$ cat src/rtl/amw_pkg.sv
package amw_pkg;
  localparam int unsigned AMW_ADDR_W   = 8;
  localparam int unsigned AMW_MASK_LSB = 1;
  localparam logic [AMW_ADDR_W-1:0] AMW_ADDR_RST = '0;
endpackage

$ cat src/rtl/amw_addr_reg.sv
module amw_addr_reg #(
  parameter int unsigned W = amw_pkg::AMW_ADDR_W,
  parameter logic [W-1:0] RST_VAL = '0
) (
  input  logic         clk,
  input  logic         rst_n,
  input  logic         wr_en,
  input  logic [W-1:0] wr_data,
  output logic [W-1:0] station
);
  always_ff @(posedge clk) begin
    if (!rst_n)     station <= RST_VAL;
    else if (wr_en) station <= wr_data;
  end

  a_r2_load_takes: assert property (@(posedge clk) disable iff (!rst_n)
    wr_en |=> station == $past(wr_data));
endmodule

$ cat src/rtl/amw_compare.sv
module amw_compare #(
  parameter int unsigned W     = amw_pkg::AMW_ADDR_W,
  parameter int unsigned NMASK = amw_pkg::AMW_MASK_LSB
) (
  input  logic [W-1:0] rx_byte,
  input  logic [W-1:0] station,
  input  logic         lsb_mask,
  output logic         hit
);
  logic [W-1:0] bit_ok;

  for (genvar i = 0; i < W; i++) begin : g_bit
    if (i < NMASK) begin : g_maskable
      assign bit_ok[i] = lsb_mask | (rx_byte[i] == station[i]);
    end else begin : g_fixed
      assign bit_ok[i] = (rx_byte[i] == station[i]);
    end
  end

  assign hit = &bit_ok;

  always_comb begin
    if (!lsb_mask) a_r3_full_eq: assert (hit == (rx_byte == station));
  end
endmodule

$ cat src/rtl/amw_flags.sv
module amw_flags (
  input  logic clk,
  input  logic rst_n,
  input  logic addr_strobe,
  input  logic hit,
  input  logic rel_set,
  input  logic coin_clr,
  input  logic xfer_start,
  output logic coin_flag,
  output logic rel_flag
);
  logic coin_kill;
  assign coin_kill = coin_clr | xfer_start;

  always_ff @(posedge clk) begin
    if (!rst_n)           coin_flag <= 1'b0;
    else if (addr_strobe) coin_flag <= hit;
    else if (coin_kill)   coin_flag <= 1'b0;
  end

  always_ff @(posedge clk) begin
    if (!rst_n)                    rel_flag <= 1'b0;
    else if (addr_strobe && !hit)  rel_flag <= 1'b0;
    else if (rel_set)              rel_flag <= 1'b1;
  end

  a_r3_hit_sets: assert property (@(posedge clk) disable iff (!rst_n)
    (addr_strobe && hit) |=> coin_flag);
  a_r5_miss_clears: assert property (@(posedge clk) disable iff (!rst_n)
    (addr_strobe && !hit) |=> (!rel_flag && !coin_flag));
  a_r10_hold: assert property (@(posedge clk) disable iff (!rst_n)
    (!addr_strobe && !coin_kill && !rel_set) |=> ($stable(coin_flag) && $stable(rel_flag)));
  a_r11_clear: assert property (@(posedge clk) disable iff (!rst_n)
    (!addr_strobe && coin_kill) |=> !coin_flag);
endmodule

$ cat src/rtl/amw_irq_gen.sv
module amw_irq_gen (
  input  logic clk,
  input  logic rst_n,
  input  logic rx_valid,
  input  logic addr_phase,
  input  logic hit,
  input  logic wake_mode,
  output logic irq
);
  logic fire;
  assign fire = rx_valid & (~wake_mode | (addr_phase & hit));

  always_ff @(posedge clk) begin
    if (!rst_n) irq <= 1'b0;
    else        irq <= fire;
  end

  a_r7_wake_gate: assert property (@(posedge clk) disable iff (!rst_n)
    (rx_valid && wake_mode && !(addr_phase && hit)) |=> !irq);
  a_r9_needs_strobe: assert property (@(posedge clk) disable iff (!rst_n)
    irq |-> $past(rx_valid));
endmodule

$ cat src/rtl/addr_match_wake.sv
module addr_match_wake (
  input  logic       clk,
  input  logic       rst_n,
  input  logic       host_wr,
  input  logic [7:0] host_addr,
  input  logic       lsb_mask,
  input  logic       wake_mode,
  input  logic       rel_set,
  input  logic       coin_clr,
  input  logic       xfer_start,
  input  logic [7:0] rx_byte,
  input  logic       rx_valid,
  input  logic       addr_phase,
  output logic       coin_flag,
  output logic       rel_flag,
  output logic       irq
);
  import amw_pkg::*;

  logic [AMW_ADDR_W-1:0] station;
  logic                  hit;
  logic                  addr_strobe;

  assign addr_strobe = rx_valid & addr_phase;

  amw_addr_reg #(.W(AMW_ADDR_W), .RST_VAL(AMW_ADDR_RST)) u_addr (
    .clk(clk), .rst_n(rst_n), .wr_en(host_wr), .wr_data(host_addr), .station(station));

  amw_compare #(.W(AMW_ADDR_W), .NMASK(AMW_MASK_LSB)) u_cmp (
    .rx_byte(rx_byte), .station(station), .lsb_mask(lsb_mask), .hit(hit));

  amw_flags u_flags (
    .clk(clk), .rst_n(rst_n), .addr_strobe(addr_strobe), .hit(hit),
    .rel_set(rel_set), .coin_clr(coin_clr), .xfer_start(xfer_start),
    .coin_flag(coin_flag), .rel_flag(rel_flag));

  amw_irq_gen u_irq (
    .clk(clk), .rst_n(rst_n), .rx_valid(rx_valid), .addr_phase(addr_phase),
    .hit(hit), .wake_mode(wake_mode), .irq(irq));

  a_r8_every_byte: assert property (@(posedge clk) disable iff (!rst_n)
    (rx_valid && !wake_mode) |=> irq);
endmodule

$ cat config.mk
export PLATFORM = sky130hd
export DESIGN_NAME = addr_match_wake
export DESIGN_NICKNAME = d
export VERILOG_FILES = /design/src/rtl/amw_pkg.sv /design/src/rtl/amw_addr_reg.sv /design/src/rtl/amw_compare.sv /design/src/rtl/amw_flags.sv /design/src/rtl/amw_irq_gen.sv /design/src/rtl/addr_match_wake.sv
export SDC_FILE = /design/constraint.sdc
export NUM_CORES = 1
export LEC_CHECK = 0
export BUFFER_PORTS_ARGS = -buffer_cell sky130_fd_sc_hd__buf_2
export CAP_MARGIN = 10
export CORE_AREA = 2 2 39 41
export CTS_BUF_LIST = sky130_fd_sc_hd__clkbuf_2
export CTS_CLUSTER_DIAMETER = 60
export DETAILED_ROUTE_END_ITERATION = 16
export DIE_AREA = 0 0 41 43
export PLACE_DENSITY = 0.71
export SLEW_MARGIN = 20
export SYNTH_ARGS = -nofsm -noshare
export SYNTH_HDL_FRONTEND = slang
export SYNTH_HIERARCHICAL = 1
export SYNTH_SLANG_ARGS = --single-unit
$ cat constraint.sdc
create_clock -name clk -period 2.8 [get_ports clk]
set_input_delay 0.56 -clock clk [delete_from_list [all_inputs] [get_ports clk]]
set_output_delay 0.56 -clock clk [all_outputs]
set_load 0.1 [all_outputs]
# ---- Word-level counts from Yosys, hierarchy flattened
# Cells that the tools add are included.
dict set report word_totals {
  ff_bits 11
  latchBits 0
  ram_bits 0
  romBits 0
  in_bits 26
  out_inout_bits 3
  wordCells 27
  mem_count 0
}
dict set report op_classes {
  addsub 0
  multipliers 0
  div_mod_pow 0
  order_cmp 0
  eq_ne 8
  n_shift 0
  mux 2
  bitwise 8
  reduce_logical 5
}
# cell n
set op_table {}
lappend op_table {{equality test 1 bit} 8}
lappend op_table {{AND reduction 8 bit} 1}
lappend op_table {{AND 1 bit} 3}
lappend op_table {{bitwise OR 1 bit} 3}
lappend op_table {{two-way mux 1 bit} 2}
lappend op_table {{NOT 1 bit} 2}
lappend op_table {{nonzero test 2 bit} 1}
lappend op_table {{OR reduction 2 bit} 1}
lappend op_table {{logical AND 1 bit} 1}
lappend op_table {{logical NOT 1 bit} 1}

# ---- Depth between registers and ports, before layout
dict set report depth {
  depth_word 6
  depth_mapped 5
  mapped_depth_nobuf 5
}

# ---- Hierarchy
# Netlist, hierarchy kept.
# mod n_inst cells_per_inst area_each_um2 seq_area_each_um2
set modules_own_cells {}
lappend modules_own_cells {amw_addr_reg 1 25 301.5 160.2}
lappend modules_own_cells {amw_compare 1 11 95.1 0.0}
lappend modules_own_cells {amw_flags 1 8 75.1 40.0}
lappend modules_own_cells {amw_irq_gen 1 4 36.3 20.0}
lappend modules_own_cells {addr_match_wake 1 1 6.3 0.0}

# ---- Worst setup path after synthesis
# No wires, ideal clock.
dict set report synth_path {
  path_type {register -> register}
  start {register u_flags/coin_flag (netlist name)}
  end {register u_flags.coin_flag}
  setup_ps 70
  arrival_time_ps 1522
  required_time_ps 2730
  path_slack_ps 1208
  path_stages_with_launch 3
  path_buffers 0
  period_less_slack_ps 1592
  cell_sequence {dfxtp_1 or4b_1 a21boi_1}
}
# item line_no
set synth_rtl {}
lappend synth_rtl {{end signal, assigned} amw_flags.sv:17} ;# else if (addr_strobe) coin_flag <= hit;
lappend synth_rtl {{end, declared} amw_flags.sv:9} ;# output logic coin_flag,

# ---- Worst setup path after layout
dict set report layout_path {
  start {register u_flags.coin_flag}
  end {output coin_flag}
}
# item line_no
set layout_rtl {}
lappend layout_rtl {{end, declared} addr_match_wake.sv:14} ;# output logic coin_flag,
# No word-level cell between the ends.

==> flow_summary.json <==
{
  "gp_congestion": 0.607,
  "setup_violations": 0,
  "reg2reg_slack_ns": 1.57,
  "cts_buffers": 3,
  "nets": 107,
  "required_ns": 2.24,
  "area.sequential_um2": 220,
  "finalClockSkew_ns": 0.00337,
  "comb_power_share_pct": 19.9,
  "p_leak_nw": 0.319,
  "seq_area_frac_synth_pct": 42.8,
  "insertion_delay_ns": 0.24,
  "max_stage_delay_ns": 0.43,
  "layout_commonest_cell": "buf_2",
  "worstPathCellList": "buf_2",
  "final_cell_mix": "buf_2, dfxtp_1, mux2i_1, nor2b_1, xnor2_1",
  "cp-start-kind": "flop",
  "grt_max_degree": 12,
  "slew_violations": 0,
  "synthCells": 49,
  "r2r_cells": 5,
  "relSlewSlack_pct": 68.0,
  "synth-simple-area-share_pct": 18.5,
  "htree_num_levels": 1,
  "cts_tree": "built",
  "critPathKind": "reg -> out",
  "synth_compound_area_share_pct": 6.57,
  "multi_input_area_um2": 279,
  "vias_per_cell": 4.52,
  "clock_power_share_pct": 27.1,
  "synthMuxAreaShare_pct": 15.6,
  "grt_pass1_vias": 372,
  "place_ws_ns": 1.23,
  "grt_usage_pct": 11.7,
  "power.switching_w": 0.0000857,
  "switching_share_pct": 26.8,
  "dr.pass1.iters": 2,
  "synthDistinctLibCells": 17,
  "max_cap_viol_count": 0,
  "dieArea_mm2": 0.00176,
  "syn_area_um2": 514,
  "die_h_um": 43,
  "rsz0062_at_grt": "no",
  "vias": 434,
  "clock-root-buffer": "clkbuf_2",
  "start_util_pct": 37.2,
  "critPathArrivalTime_ns": 1.03,
  "clk_pin_slew_ns": 0.10,
  "tightest_slew_ns": 0.484,
  "synth_nets": 75,
  "drc_errors": 0,
  "status": "finished, final reports clean",
  "wire_per_inst_um": 9.88,
  "num_io_pins": 29,
  "tns_ns": 0,
  "postRouteAntennaNets": 0,
  "grt_antenna_before_repair": 0,
  "vdd_drop_max_uv": 184,
  "hold_buffers": 0,
  "endpoint_kind": "output pin",
  "hold_class": "in -> reg",
  "ys_ff_latch": 11,
  "p_seq_share_pct": 53.0,
  "num_rows": 14,
  "finalHoldViolations": 0,
  "worst-path-stages": 1,
  "cts_resized": 0,
  "fillers": 143,
  "crit_fanout": 2,
  "layout_min_cycle_time_ns": 1.59,
  "syn_area_per_cell_um2": 10.5,
  "core_mm2": 0.00138,
  "synth_top_family_by_area": "simple AND/OR/NAND/NOR gates",
  "grt_pass1_wl_mm": 1.35,
  "first_iter_violations": 1,
  "period_share_pct": 56.8,
  "p_total_w": 0.000320,
  "critPathBufInv": 1,
  "cts_buffer_depth": 2,
  "n_antenna_cell": 0,
  "slowest_stage": "buf_2",
  "fmax_mhz": 629,
  "syn2layout_area_growth_pct": 32.8,
  "ys_warn_count": 6,
  "die_x_um": 41,
  "setup_ws_ns": 1.21,
  "port_buffers": 28,
  "p_int_w": 0.000234,
  "drive_above_1_share_pct": 42.5,
  "whs_path_depth": 2,
  "synth-xor-area-share_pct": 13.6,
  "grt_remaining_overflow": 0,
  "clock_sinks": 11,
  "crit_family": "buffers and inverters",
  "p_per_area_mw_per_mm2": 468,
  "synthAdderAreaFrac_pct": 0,
  "drt_wl_total_um": 948,
  "post_cts_buffers": 0
}
## cells in the mapped netlist
cell      count  area [µm²]
xor2_1        2        17.5
and2_1        1        6.26
a21boi_1      1        7.51
nand2_1       3        11.3
nor2b_1       8        50.1
mux2i_1       8        80.1
a21oi_2       1        8.76
xnor2_1       6        52.6
o21ai_0       1        5.00
buf_6         1        11.3
nand3_1       1        5.00
inv_1         1        3.75
or4b_1        1        10.0
o211ai_1      1        7.51
nor4_2        1        12.5
dfxtp_1      11         220
a21oi_1       1        5.00
## registers in the layout (all words and copies together), names as in the netlist
signal	cells
u_irq/irq	1
u_flags/coin_flag	1
u_flags/rel_flag	1
u_addr/station	8
## stage by stage
step	cells	util, %	instance area (µm²)	hold WS, ns
floorplan	49	-	514	0.503
global placement	92	47.9	663	0.518
detailed placement	92	47.9	663	0.523
CTS	96	49.4	683	0.454
global route	96	49.4	683	0.462
finish	96	49.4	683	0.473
## area by class of cell
| type | instances | area share [%] |
|---|---|---|
| Tap cell | 16 | 2.93 |
| Inverter | 1 | 0.549 |
| Timing Repair Buffer | 28 | 20.5 |
| Multi-Input combinational cell | 36 | 40.8 |
| Sequential cell | 11 | 32.2 |
| Clock buffer | 4 | 2.93 |
## routing by layer
metal  track usage (%)  part of all wire [%]  vias to the layer above
met1              12.4                    45                      185
met4              10.0                   1.3                        0
met5                 0                     0                        -
met2              17.5                    44                       21
li1                  -                     -                      226
met3              3.66                   9.5                        2
## logic make-up after synthesis
group | count (synthesis)
AND/OR/NAND/NOR | 15
flip-flops | 11
XOR/XNOR | 8
multiplexers | 8
AO/OA/AOI/OAI | 5
buffers and inverters | 2
## worst paths after layout
path,startpoint,endpoint
hold / removal,wake_mode,u_irq/irq
setup reg to reg,u_addr/station[6],u_irq/irq
setup / recovery,u_flags/coin_flag,coin_flag
hold reg to reg,u_addr/station[4],u_addr/station[4]
## power groups by stage
| stage | registers [W] | logic (W) | clock network [W] |
|---|---|---|---|
| 2_1_floorplan | 0.000184 | 0.0000299 | 0 |
| 3_3_place_gp | 0.000173 | 0.0000639 | 0 |
| 3_5_place_dp | 0.000173 | 0.0000645 | 0 |
| 4_1_cts | 0.000170 | 0.0000647 | 0.0000929 |
| 5_1_grt | 0.000171 | 0.0000696 | 0.000101 |
| 6_report | 0.000170 | 0.0000636 | 0.0000867 |
No activity file was read; power rests on OpenSTA's default activity.
